==> src/rtl/pwm_bitsel_pkg.sv <==
package pwm_bitsel_pkg;

    localparam int CNT_W_DEF  = 8;
    localparam int PS_W_DEF   = 2;
    localparam int DATA_W_DEF = 8;
    localparam int ADDR_W_DEF = 1;

    // Register select encoding seen on the addr port
    typedef enum logic [0:0] {
        SEL_CTRL = 1'b0,
        SEL_DUTY = 1'b1
    } reg_sel_e;

    // Number of counter bits below the reset bit chosen by ps
    function automatic int live_bits(input int cnt_w, input int ps);
        return cnt_w - 1 - ps;
    endfunction

    // Full-period length in ticks for a given select
    function automatic int span_ticks(input int cnt_w, input int ps);
        return 1 << live_bits(cnt_w, ps);
    endfunction

endpackage

==> src/rtl/pwm_bitsel_regs.sv <==
module pwm_bitsel_regs
    import pwm_bitsel_pkg::*;
#(
    parameter int DATA_W = DATA_W_DEF,
    parameter int PS_W   = PS_W_DEF,
    parameter int DUTY_W = DATA_W - 1,
    parameter int ADDR_W = ADDR_W_DEF
) (
    input  logic              clk,
    input  logic              rst,
    input  logic              wr_en,
    input  logic [ADDR_W-1:0] addr,
    input  logic [DATA_W-1:0] wdata,
    output logic              run_en,
    output logic [PS_W-1:0]   ps_sel,
    output logic [DUTY_W-1:0] duty,
    output logic [DATA_W-1:0] rdata
);

    localparam int EN_BIT  = DATA_W - 1;
    localparam int GAP_W   = DATA_W - 1 - PS_W;
    localparam int DPAD_W  = DATA_W - DUTY_W;

    typedef struct packed {
        logic            en;
        logic [PS_W-1:0] ps;
    } ctrl_t;

    ctrl_t              ctrl_q;
    logic [DUTY_W-1:0]  duty_q;
    logic               hit_ctrl;
    logic               hit_duty;

    assign hit_ctrl = wr_en && (addr == ADDR_W'(SEL_CTRL));
    assign hit_duty = wr_en && (addr == ADDR_W'(SEL_DUTY));

    always_ff @(posedge clk) begin
        if (rst) begin
            ctrl_q <= '0;
            duty_q <= '0;
        end else begin
            if (hit_ctrl) begin
                ctrl_q.en <= wdata[EN_BIT];
                ctrl_q.ps <= wdata[PS_W-1:0];
            end
            if (hit_duty) begin
                duty_q <= wdata[DUTY_W-1:0];
            end
        end
    end

    always_comb begin
        rdata = '0;
        if (addr == ADDR_W'(SEL_CTRL)) begin
            rdata = {ctrl_q.en, {GAP_W{1'b0}}, ctrl_q.ps};
        end else if (addr == ADDR_W'(SEL_DUTY)) begin
            rdata = {{DPAD_W{1'b0}}, duty_q};
        end
    end

    assign run_en = ctrl_q.en;
    assign ps_sel = ctrl_q.ps;
    assign duty   = duty_q;

    // reset leaves both registers cleared
    assert_reset_clear_R1: assert property (@(posedge clk)
        rst |=> (ctrl_q == '0 && duty_q == '0));

    // a duty write is captured for the next cycle
    assert_duty_write_R3: assert property (@(posedge clk) disable iff (rst)
        hit_duty |=> duty_q == $past(wdata[DUTY_W-1:0]));

    // a control write is captured for the next cycle
    assert_ctrl_write_R2: assert property (@(posedge clk) disable iff (rst)
        hit_ctrl |=> (run_en == $past(wdata[EN_BIT]) && ps_sel == $past(wdata[PS_W-1:0])));

endmodule

==> src/rtl/pwm_bitsel_counter.sv <==
module pwm_bitsel_counter
    import pwm_bitsel_pkg::*;
#(
    parameter int CNT_W = CNT_W_DEF,
    parameter int PS_W  = PS_W_DEF
) (
    input  logic             clk,
    input  logic             rst,
    input  logic             run_en,
    input  logic             ref_tick,
    input  logic [PS_W-1:0]  ps_sel,
    output logic [CNT_W-1:0] cnt
);

    localparam int NUM_PS = 1 << PS_W;

    logic [CNT_W-1:0]  cnt_q;
    logic [CNT_W-1:0]  cnt_inc;
    logic [NUM_PS-1:0] wrap_hit;

    assign cnt_inc = cnt_q + CNT_W'(1);

    // One candidate reset bit per period-select value
    for (genvar g = 0; g < NUM_PS; g++) begin : g_rst_bit
        assign wrap_hit[g] = cnt_inc[CNT_W-1-g];
    end

    always_ff @(posedge clk) begin
        if (rst || !run_en) begin
            cnt_q <= '0;
        end else if (ref_tick) begin
            cnt_q <= wrap_hit[ps_sel] ? '0 : cnt_inc;
        end
    end

    assign cnt = cnt_q;

    // a disabled block holds its counter at zero
    assert_hold_zero_R7: assert property (@(posedge clk) disable iff (rst)
        !run_en |=> cnt_q == '0);

    // without a tick the count does not move, whatever the select does
    assert_no_tick_stable_R4: assert property (@(posedge clk) disable iff (rst)
        (run_en && !ref_tick) |=> $stable(cnt_q));

    // a tick moves the count either up by one or back to zero
    assert_tick_step_R4: assert property (@(posedge clk) disable iff (rst)
        (run_en && ref_tick) |=> (cnt_q == '0 || cnt_q == $past(cnt_q) + CNT_W'(1)));

endmodule

==> src/rtl/pwm_bitsel_cmp.sv <==
module pwm_bitsel_cmp
    import pwm_bitsel_pkg::*;
#(
    parameter int CNT_W  = CNT_W_DEF,
    parameter int PS_W   = PS_W_DEF,
    parameter int DUTY_W = CNT_W - 1
) (
    input  logic              run_en,
    input  logic [PS_W-1:0]   ps_sel,
    input  logic [CNT_W-1:0]  cnt,
    input  logic [DUTY_W-1:0] duty,
    input  logic              clk,
    input  logic              rst,
    output logic              pwm
);

    localparam int NUM_PS = 1 << PS_W;

    logic [CNT_W-1:0] live_mask [NUM_PS];
    logic [CNT_W-1:0] span      [NUM_PS];
    logic [CNT_W-1:0] eff;
    logic             below;

    // Mask of the bits under the chosen reset bit, per select value
    for (genvar g = 0; g < NUM_PS; g++) begin : g_mask
        assign span[g]      = CNT_W'(span_ticks(CNT_W, g));
        assign live_mask[g] = span[g] - CNT_W'(1);
    end

    assign eff   = cnt & live_mask[ps_sel];
    assign below = eff < CNT_W'(duty);
    assign pwm   = run_en && below;

    // zero duty never drives the output high
    assert_zero_duty_low_R5: assert property (@(posedge clk) disable iff (rst)
        (duty == '0) |-> !pwm);

    // a duty covering the whole period keeps the output high
    assert_full_high_R6: assert property (@(posedge clk) disable iff (rst)
        (run_en && CNT_W'(duty) >= span[ps_sel]) |-> pwm);

endmodule

==> src/rtl/pwm_bitsel_top.sv <==
module pwm_bitsel_top
    import pwm_bitsel_pkg::*;
#(
    parameter int CNT_W  = CNT_W_DEF,
    parameter int PS_W   = PS_W_DEF,
    parameter int DATA_W = DATA_W_DEF,
    parameter int ADDR_W = ADDR_W_DEF
) (
    input  logic              clk,
    input  logic              rst,
    input  logic              ref_tick,
    input  logic              wr_en,
    input  logic [ADDR_W-1:0] addr,
    input  logic [DATA_W-1:0] wdata,
    output logic [DATA_W-1:0] rdata,
    output logic              pwm_out
);

    localparam int DUTY_W = CNT_W - 1;

    logic              run_en;
    logic [PS_W-1:0]   ps_sel;
    logic [DUTY_W-1:0] duty;
    logic [CNT_W-1:0]  cnt;

    pwm_bitsel_regs #(
        .DATA_W (DATA_W),
        .PS_W   (PS_W),
        .DUTY_W (DUTY_W),
        .ADDR_W (ADDR_W)
    ) i_regs (
        .clk    (clk),
        .rst    (rst),
        .wr_en  (wr_en),
        .addr   (addr),
        .wdata  (wdata),
        .run_en (run_en),
        .ps_sel (ps_sel),
        .duty   (duty),
        .rdata  (rdata)
    );

    pwm_bitsel_counter #(
        .CNT_W (CNT_W),
        .PS_W  (PS_W)
    ) i_counter (
        .clk      (clk),
        .rst      (rst),
        .run_en   (run_en),
        .ref_tick (ref_tick),
        .ps_sel   (ps_sel),
        .cnt      (cnt)
    );

    pwm_bitsel_cmp #(
        .CNT_W  (CNT_W),
        .PS_W   (PS_W),
        .DUTY_W (DUTY_W)
    ) i_cmp (
        .run_en (run_en),
        .ps_sel (ps_sel),
        .cnt    (cnt),
        .duty   (duty),
        .clk    (clk),
        .rst    (rst),
        .pwm    (pwm_out)
    );

    // output low while the enable bit reads back as zero
    assert_off_low_R7: assert property (@(posedge clk) disable iff (rst)
        !rdata[DATA_W-1] && addr == ADDR_W'(SEL_CTRL) |-> !pwm_out);

endmodule

==> config.mk <==
export PLATFORM = sky130hd
export DESIGN_NAME = pwm_bitsel_top
export DESIGN_NICKNAME = d
export VERILOG_FILES = /design/src/rtl/pwm_bitsel_pkg.sv /design/src/rtl/pwm_bitsel_regs.sv /design/src/rtl/pwm_bitsel_counter.sv /design/src/rtl/pwm_bitsel_cmp.sv /design/src/rtl/pwm_bitsel_top.sv
export SDC_FILE = /design/constraint.sdc
export NUM_CORES = 1
export LEC_CHECK = 0
export BUFFER_PORTS_ARGS = -buffer_cell sky130_fd_sc_hd__buf_4
export CORE_ASPECT_RATIO = 0.6
export CORE_MARGIN = 5
export CORE_UTILIZATION = 30
export DETAILED_ROUTE_END_ITERATION = 16
export PLACE_DENSITY = 0.59
export SETUP_SLACK_MARGIN = 0.1
export SLEW_MARGIN = 10
export SYNTH_ARGS = -nofsm -noshare
export SYNTH_HDL_FRONTEND = slang
export SYNTH_SLANG_ARGS = --single-unit
==> constraint.sdc <==
create_clock -name clk -period 5.7 [get_ports clk]
set_input_delay 1.425 -clock clk [delete_from_list [all_inputs] [get_ports clk]]
set_output_delay 1.425 -clock clk [all_outputs]
set_load 0.05 [all_outputs]
==> results.toml <==
[yosys]
synthMuxAreaShare_pct = 3.61
ys_ff_latch = 18
synth-xor-area-share_pct = 0.789
syn-num-nets = 164
synth_top_family_by_area = "simple AND/OR/NAND/NOR gates"
synth-compound-area-share_pct = 17.1
synth_cell_type_count = 35
synthAdderAreaFrac_pct = 7.89
yosysSeqAreaShare_pct = 32.5
synthesis.area_sq_um = 1110
syn_avg_cell_area_sq_um = 7.71
ys_warn_count = 0
synth-simple-area-share_pct = 33.0
synthCells = 144

[floorplanning]
ios = 22
coreArea_sq_um = 3620
die_y_um = 57.1
die_width_um = 88.5
die_area_sq_um = 5060
initial_utilization_pct = 30.7
num_rows = 17

[worst_hold_path]
holdPathStages = 2
min_to = "i_regs.duty[2]"
hp-class = "flop to flop"
min_from = "i_regs.duty[2]"

[global_route]
antenna_found_initial = 0
grtUsageTotal_pct = 11.2
grt_first_pass_wirelength_um = 4460
grt_overflow = 0
grt_pass1_vias = 972
grt_max_degree = 20

[clock_network]
post_cts_resized = 0
clkLatencyLatePin_ns = 0.26
clk_pin_slew_worst_paths_ns = 0.07
clockBufferDepth = 2
cts.sinks = 18
cts_tree = "built"
root_buffer = "clkbuf_8"
postCtsHoldBufs = 0
cts_max_level = 1
cts_setup_buffers = 0
cts_inserted_buffers = 3

[timing]
fin_crit_sh_pct = 61.3
setup_ws_ns = 2.20
timing.hold.ws_ns = 0.471
fin_worst_skew_ns = 0.00246
finalCriticalPeriod_ns = 3.50
hold_viol_final = 0
fin_tns_setup_ns = 0
fmax_mhz = 286
tightest_slew_ns = 0.450
rsz0062_at_grt = "no"
slew_headroom_pct = 69.7
maxSlewViolCount = 0
finalSetupViolCount = 0

[cells_and_area]
fin_cells = 212
fin_util_pct = 37.8
area_growth_pct = 23.1
antenna_cells = 0
fin_area_sq_um = 1370
drive_gt1_share_pct = 19.4
nets = 186
fillers = 384

[worst_setup_path]
r2r_slack_ns = 3.59
worst_r2r_path_depth = 7
r2r_end = "i_counter.cnt[3]"
critPathArrivalTime_ns = 2.07
r2r_start = "i_counter.cnt[0]"
end_kind = "output port"
critPathKind = "primary input to output port"
required_ns = 4.28
startpoint_type = "primary input"
cp_max_fo = 19

[route]
drt-vias-per-instance = 5.13
drt_first_pass_iters = 4
drc = 0
routedWlPerCell_um = 12.8
dr_total_vias = 1088
drt-total-wl_um = 2720
first_iter_violations = 44
drtAntennaViolNets = 0

[power]
vdd_drop_max_v = 0.0000901
fin_total_pwr_mw = 0.280
power.leakage_nw = 0.542
power_density_nw_per_um2 = 205

[placement]
dpl.hpwl_um = 2180
io_buffers = 21
dp_slack_ns = 2.20
gp_congestion = 0.820
dp_cells = 208
place_area_sq_um = 1310

[outcome]
outcome = "finished clean"

[flow_run]
timing.max_cap.violations = 0
## metal layers
| layer | global-route usage (%) | wire length, um | part of all wire [%] | vias to the layer above |
|---|---|---|---|---|
| li1 | - | - | - | 546 |
| met1 | 16.1 | 1340 | 49 | 509 |
| met2 | 16.5 | 1180 | 43 | 31 |
| met3 | 3.75 | 180 | 6.6 | 2 |
| met4 | 1.94 | 21 | 0.77 | 0 |
| met5 | 0 | 0 | 0 | - |
## how the worst max path moves through the flow
stage / startpoint / to / cells after the start
floorplan: addr / rdata[0] / 3
global placement: addr / rdata[0] / 3
detailed placement: addr / rdata[0] / 3
CTS: addr / rdata[0] / 3
global route: addr / rdata[0] / 3
finish: addr / rdata[0] / 3
## cell usage after synthesis
cell type	count	area [sq um]
and2_1	6	37.5
o211ai_1	1	7.51
nor2_1	13	48.8
inv_1	11	41.3
clkbuf_1	4	15.0
ha_1	7	87.6
o21a_1	1	7.51
a2111o_1	1	11.3
dfxtp_1	18	360
o21a_2	1	8.76
nand2b_1	2	12.5
nor3_1	2	10.0
o21ai_1	3	15.0
a22oi_1	1	7.51
nand3_2	1	10.0
nor4_2	1	12.5
o211a_1	1	10.0
nand3_1	12	60.1
nor2b_1	4	25.0
xor2_1	1	8.76
nand3b_1	1	7.51
and4_1	1	8.76
a32o_1	1	10.0
nand2_1	21	78.8
o21ai_0	3	15.0
a21o_1	1	7.51
a21oi_1	12	60.1
nor4_1	2	12.5
and2_2	1	7.51
nor4_4	1	21.3
mux2i_1	4	40.0
and3_2	1	7.51
a31oi_1	2	12.5
nand4_1	1	6.26
o211a_4	1	17.5
## final cells by class
class / count / area (sq um) / share of cell area (%)
tap: 47 / 58.8 / 4.30
multi-input combinational: 111 / 693 / 50.7
inverter: 11 / 41.3 / 3.02
sequential: 18 / 360 / 26.4
clock buffer: 4 / 55.1 / 4.03
timing repair buffer: 21 / 158 / 11.5
## power breakdown
| group | switching (mW) | internal (mW) |
|---|---|---|
| clock | 0.0464 | 0.0615 |
| combinational | 0.0234 | 0.0157 |
| sequential | 0.00368 | 0.129 |
| total | 0.0735 | 0.206 |
## worst max-delay path: stages
cell,delay [ns]
buf_4,0.17
o21ai_0,0.23
buf_4,0.24
## kinds of logic (layout without fill, tap and decap cells)
family,after synthesis,count (layout)
and+or+nand+nor,70,70
buffers and inverters,15,36
AOI/OAI and AO/OA,29,29
DFF,18,18
muxes,4,4
xor gates and xnor gates,1,1
adders and majority gates,7,7
## state kept, by name (all words and copies together), names as in the netlist
signal,cells
i_regs.run_en,1
i_counter.cnt,8
i_regs.ps_sel,2
i_regs.duty,7
## cells in the final DEF, fill, tap and decap left out
master | Yosys | layout
nor3_1 | 2 | 2
and2_2 | 1 | 1
nor4_2 | 1 | 1
o21ai_0 | 3 | 3
dfxtp_1 | 18 | 18
and3_2 | 1 | 1
o211ai_1 | 1 | 1
nand3_2 | 1 | 1
nand4_1 | 1 | 1
nand3_1 | 12 | 12
a22oi_1 | 1 | 1
nor4_1 | 2 | 2
o21a_1 | 1 | 1
inv_1 | 11 | 11
a31oi_1 | 2 | 2
xor2_1 | 1 | 1
o211a_1 | 1 | 1
a2111o_1 | 1 | 1
a21o_1 | 1 | 1
nor4_4 | 1 | 1
nand2b_1 | 2 | 2
o211a_4 | 1 | 1
buf_4 | 0 | 21
and2_1 | 6 | 6
nor2b_1 | 4 | 4
nand3b_1 | 1 | 1
nor2_1 | 13 | 13
a21oi_1 | 12 | 12
mux2i_1 | 4 | 4
ha_1 | 7 | 7
nand2_1 | 21 | 21
clkbuf_8 | 0 | 4
o21a_2 | 1 | 1
and4_1 | 1 | 1
a32o_1 | 1 | 1
o21ai_1 | 3 | 3
No activity file was read; power rests on OpenSTA's default activity.
